--- config.mk ---
export PLATFORM = sky130hd
export DESIGN_NAME = frac_window_decim
export DESIGN_NICKNAME = d
export VERILOG_FILES = /design/src/rtl/fwd_pkg.sv /design/src/rtl/fwd_ctrl.sv /design/src/rtl/fwd_phase.sv /design/src/rtl/fwd_window_tbl.sv /design/src/rtl/fwd_accum.sv /design/src/rtl/frac_window_decim.sv
export SDC_FILE = /design/constraint.sdc
export NUM_CORES = 2
export LEC_CHECK = 0
export BUFFER_PORTS_ARGS = -buffer_cell sky130_fd_sc_hd__buf_2
export CAP_MARGIN = 0
export CORE_MARGIN = 10
export CORE_UTILIZATION = 45
export CTS_CLUSTER_SIZE = 8
export DETAILED_ROUTE_END_ITERATION = 8
export PLACE_DENSITY_LB_ADDON = 0.25
export RECOVER_POWER = 100
export SYNTH_ARGS = -nofsm -noshare
export SYNTH_HDL_FRONTEND = slang
export SYNTH_SLANG_ARGS = --single-unit
--- constraint.sdc ---
create_clock -name clk -period 6.4 [get_ports clk]
set_input_delay 1.28 -clock clk [delete_from_list [all_inputs] [get_ports clk]]
set_output_delay 1.28 -clock clk [all_outputs]
set_load 0.01 [all_outputs]
--- src/rtl/fwd_pkg.sv ---
package fwd_pkg;

    typedef enum logic [0:0] {
        ST_IDLE = 1'b0,
        ST_RUN  = 1'b1
    } fwd_state_e;

    // Triangular default window: ramps up over the first half, down over the second.
    function automatic int tri_weight(input int idx, input int depth);
        return (idx < depth / 2) ? idx : (depth - 1 - idx);
    endfunction

endpackage

--- src/rtl/fwd_ctrl.sv ---
module fwd_ctrl #(
    parameter int PHASE_W = 16
) (
    input  logic               clk,
    input  logic               rst_n,
    input  logic [PHASE_W-1:0] freq_word,
    output logic               active
);
    import fwd_pkg::*;

    fwd_state_e state_q, state_d;
    logic       word_zero;

    assign word_zero = (freq_word == '0);

    always_ff @(posedge clk or negedge rst_n) begin
        if (!rst_n) begin
            state_q <= ST_IDLE;
        end else begin
            state_q <= state_d;
        end
    end

    always_comb begin
        state_d = state_q;
        unique case (state_q)
            ST_IDLE: if (!word_zero) state_d = ST_RUN;   // start
            ST_RUN:  if (word_zero)  state_d = ST_IDLE;  // halt
            default: state_d = ST_IDLE;
        endcase
    end

    always_comb begin
        active = (state_q == ST_RUN) && !word_zero;
    end

endmodule

--- src/rtl/fwd_phase.sv ---
module fwd_phase #(
    parameter int PHASE_W = 16,
    parameter int IDX_W   = 8
) (
    input  logic               clk,
    input  logic               rst_n,
    input  logic               active,
    input  logic [PHASE_W-1:0] freq_word,
    output logic [IDX_W-1:0]   win_idx,
    output logic               wrap
);
    logic [PHASE_W-1:0] phase_q;
    logic [PHASE_W:0]   phase_sum;

    assign phase_sum = {1'b0, phase_q} + {1'b0, freq_word};
    assign wrap      = active && phase_sum[PHASE_W];
    assign win_idx   = phase_q[PHASE_W-1 -: IDX_W];

    always_ff @(posedge clk or negedge rst_n) begin
        if (!rst_n) begin
            phase_q <= '0;
        end else if (!active) begin
            phase_q <= '0;
        end else begin
            phase_q <= phase_sum[PHASE_W-1:0];
        end
    end

endmodule

--- src/rtl/fwd_window_tbl.sv ---
module fwd_window_tbl #(
    parameter int IDX_W  = 8,
    parameter int COEF_W = 8
) (
    input  logic              clk,
    input  logic              rst_n,
    input  logic              we,
    input  logic [IDX_W-1:0]  waddr,
    input  logic [COEF_W-1:0] wdata,
    input  logic [IDX_W-1:0]  raddr,
    output logic [COEF_W-1:0] rdata
);
    import fwd_pkg::*;

    localparam int DEPTH = 1 << IDX_W;

    logic [DEPTH*COEF_W-1:0] flat;

    for (genvar g = 0; g < DEPTH; g++) begin : g_ent
        logic [COEF_W-1:0] ent_q;
        always_ff @(posedge clk or negedge rst_n) begin
            if (!rst_n) begin
                ent_q <= COEF_W'(tri_weight(g, DEPTH));
            end else if (we && (waddr == IDX_W'(g))) begin
                ent_q <= wdata;
            end
        end
        assign flat[g*COEF_W +: COEF_W] = ent_q;
    end

    assign rdata = flat[int'(raddr)*COEF_W +: COEF_W];

endmodule

--- src/rtl/fwd_accum.sv ---
module fwd_accum #(
    parameter int COEF_W = 8,
    parameter int SUM_W  = 14
) (
    input  logic              clk,
    input  logic              rst_n,
    input  logic              active,
    input  logic              bit_in,
    input  logic [COEF_W-1:0] weight,
    input  logic              wrap,
    output logic [SUM_W-1:0]  sample_out,
    output logic              sample_valid
);
    logic [SUM_W-1:0] acc_q;
    logic [SUM_W-1:0] acc_sum;

    assign acc_sum = acc_q + (bit_in ? SUM_W'(weight) : '0);

    always_ff @(posedge clk or negedge rst_n) begin
        if (!rst_n) begin
            acc_q        <= '0;
            sample_out   <= '0;
            sample_valid <= 1'b0;
        end else if (!active) begin
            acc_q        <= '0;
            sample_valid <= 1'b0;
        end else if (wrap) begin
            acc_q        <= '0;
            sample_out   <= acc_sum;
            sample_valid <= 1'b1;
        end else begin
            acc_q        <= acc_sum;
            sample_valid <= 1'b0;
        end
    end

endmodule

--- src/rtl/frac_window_decim.sv ---
module frac_window_decim #(
    parameter int PHASE_W           = 16,
    parameter int IDX_W             = 8,
    parameter int COEF_W            = 8,
    parameter int MAX_CLKS_PER_OUT  = 64
) (
    input  logic                                         clk,
    input  logic                                         rst_n,
    input  logic                                         bit_in,
    input  logic [PHASE_W-1:0]                           freq_word,
    input  logic                                         tbl_we,
    input  logic [IDX_W-1:0]                             tbl_addr,
    input  logic [COEF_W-1:0]                            tbl_wdata,
    output logic [COEF_W+$clog2(MAX_CLKS_PER_OUT)-1:0]   sample_out,
    output logic                                         sample_valid
);
    localparam int SUM_W = COEF_W + $clog2(MAX_CLKS_PER_OUT);

    logic              active;
    logic              wrap;
    logic [IDX_W-1:0]  win_idx;
    logic [COEF_W-1:0] weight;

    fwd_ctrl #(.PHASE_W(PHASE_W)) u_ctrl (
        .clk       (clk),
        .rst_n     (rst_n),
        .freq_word (freq_word),
        .active    (active)
    );

    fwd_phase #(.PHASE_W(PHASE_W), .IDX_W(IDX_W)) u_phase (
        .clk       (clk),
        .rst_n     (rst_n),
        .active    (active),
        .freq_word (freq_word),
        .win_idx   (win_idx),
        .wrap      (wrap)
    );

    fwd_window_tbl #(.IDX_W(IDX_W), .COEF_W(COEF_W)) u_tbl (
        .clk   (clk),
        .rst_n (rst_n),
        .we    (tbl_we),
        .waddr (tbl_addr),
        .wdata (tbl_wdata),
        .raddr (win_idx),
        .rdata (weight)
    );

    fwd_accum #(.COEF_W(COEF_W), .SUM_W(SUM_W)) u_acc (
        .clk          (clk),
        .rst_n        (rst_n),
        .active       (active),
        .bit_in       (bit_in),
        .weight       (weight),
        .wrap         (wrap),
        .sample_out   (sample_out),
        .sample_valid (sample_valid)
    );

endmodule

==> results by group <==
STA
  • Clk_skew: 0.0599 ns
  • Setup repair after global routing missed its margin: no
  • Setup TNS Final: 0 ns
  • Number of max-slew violations in the final report: 1438
  • Upper clock frequency limit: 0.165 GHz
  • Max-Slew Margin vs Limit: -1.66
  • Final hold viol count: 0
  • Slew at the pin closest to its max-slew limit: 3.98 ns
  • Fin crit share: 0.948
  • Setup-violating endpoint count in the final report: 0
  • Post-layout minimum cycle time: 6.07 ns

Detailed routing
  • Post-DR vias/cell: 6.01
  • Drt first-iter violations: 4283
  • DRC violations left: 0
  • Per-cell routed wire length: 28.5 um
  • TritonRoute pass-1 iters: 5
  • Antenna-violating nets left: 0
  • Total number of vias: 55500
  • Total wire length after detailed routing: 263000 um

Layout
  • Post-synthesis to final-layout area growth: 12.8%
  • Most common cell after layout, fill and taps aside: sky130_fd_sc_hd__mux2_2
  • Most frequent cells in the layout: sky130_fd_sc_hd__mux2_2, sky130_fd_sc_hd__dfrtp_1, sky130_fd_sc_hd__dfstp_2
  • Final #Nets: 6238
  • FILL cells: 17500
  • Post-Route Utilization: 0.512
  • Layout cell share with drive strength beyond 1: 0.622

Clock tree
  • Setup bufs post-CTS: 0
  • Clock Path Buffers: 4
  • Hold buffers post-CTS: 0
  • Worst-skew pair later-pin latency: 0.93 ns
  • H-tree levels: 5
  • Resized Gates After CTS: 0
  • Number of buffers created by CTS: 312
  • Clock sink count: 2094
  • Root buf cell: sky130_fd_sc_hd__clkbuf_16
  • Reg clk slew, reported paths: 0.05 ns
  • TritonCTS clock tree: built

Global routing
  • Total track usage: 0.225
  • Global-route wire length before repair: 396000 um
  • Leftover overflow at the end of global routing: 0
  • Vias in the first global route: 58200
  • Antenna violations before repair: 12
  • Pin count of the biggest net entering global routing: 169

Floorplanning
  • DIE HEIGHT: 483 um
  • Total die area: 233000 um2
  • Horiz. Die Dim: 483 um
  • Standard cell core area: 213000 um2
  • Number of cell rows: 169
  • Top-Level Pins: 51
  • Effective utilization at floorplan: 0.453

Yosys
  • Flip-flop and latch count after synthesis: 2094
  • Post-synthesis instance area: 96300 um2
  • Ys async rst share: 1.00
  • Number of enable flip-flop cells after synthesis: 0
  • Post-Syn Nets: 6147
  • Post-synthesis sequential area ratio: 0.556
  • Cell variety after synth: 56
  • Mean instance size in the synthesized netlist: 15.8 um2
  • Post-Syn Instances: 6085
  • Total of warnings raised by yosys: 0
  • Ys flop type: sky130_fd_sc_hd__dfrtp_1

Hold path
  • Classification of the worst-slack hold path: reg2reg
  • Instance count along the most critical hold path: 1
  • Critical hold path startpoint: u_tbl.g_ent[82].ent_q[3]
  • End point of the most critical hold path: u_tbl.g_ent[82].ent_q[3]

Setup path
  • Setup slack, reg-to-reg: 0.33 ns
  • End of the worst register-to-register path: u_acc.sample_out[12]
  • Crit end category: register
  • Critical path startpoint category: register
  • CP max FO: 18
  • Required @ worst endpoint: 7.12 ns
  • Depth of the worst register-to-register path: 16
  • Crit Path Class: reg2reg
  • Crit path DAT: 6.79 ns
  • Startpoint of the most critical register-to-register path: u_phase.phase_q[11]

Run
  • Max-cap check violation count: 30

Power and ir drop
  • Largest vdd supply drop: 0.000318 V
  • Static Leak: 47.7 nW
  • Cell Pwr Density: 355 nW/um2
  • Final Power: 38.6 mW

Placed design
  • Estimated wirelength of the detail-placed design: 167000 um
  • Port bufs: 50
  • Final RePlAce weighted congestion: 0.858

Status
  • Failing checks: capacitance limit, slew limit
  • Outcome: finished, violations left
[report_power, final]
group          switching (mW)  internal, mW
sequential              0.699          14.2
combinational            5.04          3.62
clock                    5.80          9.24
total                    11.5          27.1
[cell usage after synthesis, drive strengths merged (7+ instances only)]
| cell | n | area [um2] |
|---|---|---|
| xor2 | 7 | 61.3 |
| xnor2 | 14 | 123 |
| mux4 | 548 | 12300 |
| buf | 109 | 632 |
| nand3 | 44 | 220 |
| nor2b | 15 | 93.8 |
| dfstp | 896 | 23500 |
| inv | 35 | 131 |
| a21o | 8 | 60.1 |
| nor4 | 20 | 125 |
| mux2 | 2051 | 23100 |
| a2111oi | 16 | 140 |
| nand2 | 164 | 616 |
| o22ai | 81 | 507 |
| clkbuf | 334 | 1250 |
| a221oi | 21 | 184 |
| mux2i | 68 | 681 |
| ha | 24 | 300 |
| dfrtp | 1198 | 30000 |
| nor2 | 237 | 890 |
| a22o | 21 | 184 |
| nor3 | 26 | 130 |
| o21ai | 11 | 55.1 |
| a21oi | 26 | 134 |
| a22oi | 31 | 233 |
| nand2b | 11 | 68.8 |
| and3 | 7 | 43.8 |
[critical path: stages (launching register included)]
cell and delay [ns]:
sky130_fd_sc_hd__dfrtp_1 1.23, sky130_fd_sc_hd__or4b_2 0.90, sky130_fd_sc_hd__o22ai_1 0.49, sky130_fd_sc_hd__nor4_1 0.21, sky130_fd_sc_hd__nand2_1 0.25, sky130_fd_sc_hd__o22ai_1 0.19, sky130_fd_sc_hd__nor2_1 0.13, sky130_fd_sc_hd__nand3_1 0.10
sky130_fd_sc_hd__ha_1 0.27, sky130_fd_sc_hd__fa_1 0.44, sky130_fd_sc_hd__a21o_1 0.19, sky130_fd_sc_hd__a21oi_1 0.23, sky130_fd_sc_hd__nor2b_1 0.09, sky130_fd_sc_hd__o311ai_0 0.61, sky130_fd_sc_hd__a211oi_1 0.19, sky130_fd_sc_hd__xnor2_1 0.23
sky130_fd_sc_hd__mux2i_1 0.09
[logic make-up (layout without fill, tap and decap cells)]
group | after synthesis | in the layout | synth area share
multiplexers | 2667 | 2667 | 0.375
flip-flops | 2094 | 2094 | 0.556
AND/OR/NAND/NOR | 553 | 553 | 0.0251
buffers and inverters | 478 | 804 | 0.0209
AO/OA/AOI/OAI | 246 | 246 | 0.0181
adder cells (fa/ha/maj) | 26 | 26 | 0.00353
XOR/XNOR | 21 | 21 | 0.00191
other | 0 | 6 | 0
[layer usage]
metal | track usage | wire, um | vias to the layer above
met3 | 0.0549 | 18100 | 401
li1 | - | - | 23000
met5 | 0 | 27 | -
met4 | 0.0665 | 7280 | 4
met2 | 0.339 | 119000 | 1578
met1 | 0.324 | 119000 | 30500
[through the flow]
step           worst slack [ns]  hold slack [ns]  cell area, um2  std cells
4_1_cts                   0.460            0.405          109000       9232
3_5_place_dp              0.525            0.487          100000       8683
2_1_floorplan              1.93            0.474           96300       6085
3_3_place_gp              0.460            0.481          100000       8683
5_1_grt                  0.0590            0.506          109000       9234
6_report                  0.335            0.496          109000       9238
[flip-flops by register name (all words and copies together), names as in the netlist]
register and flops:
u_tbl.g_ent.ent_q 2048, u_phase.phase_q 16, u_acc.acc_q 14, u_acc.sample_out 14, u_acc.sample_valid 1, u_ctrl.state_q 1
[final cells by class]
cell class                      count  area [um2]  area share
Antenna cell                        6        15.0    0.000138
Tap cell                         2821        3530      0.0325
Clock inverter                      6        51.3    0.000472
Sequential cell                  2094       53500       0.492
Multi-Input combinational cell   3513       40800       0.376
Clock buffer                      543        8830      0.0813
Timing Repair Buffer              220        1780      0.0164
Inverter                           35         131     0.00121
[worst max path at each step]
| stage | startpoint | slack [ns] | end |
|---|---|---|---|
| 2_1_floorplan | u_phase.phase_q[8] | 1.93 | u_acc.sample_out[10] |
| 6_report | u_phase.phase_q[11] | 0.33 | u_acc.sample_out[12] |
| 3_3_place_gp | u_phase.phase_q[11] | 0.46 | u_acc.sample_out[12] |
| 4_1_cts | u_phase.phase_q[11] | 0.46 | u_acc.sample_out[12] |
| 5_1_grt | u_phase.phase_q[11] | 0.06 | u_acc.sample_out[12] |
| 3_5_place_dp | u_phase.phase_q[11] | 0.52 | u_acc.sample_out[12] |
No activity file was read; power rests on OpenSTA's default activity.
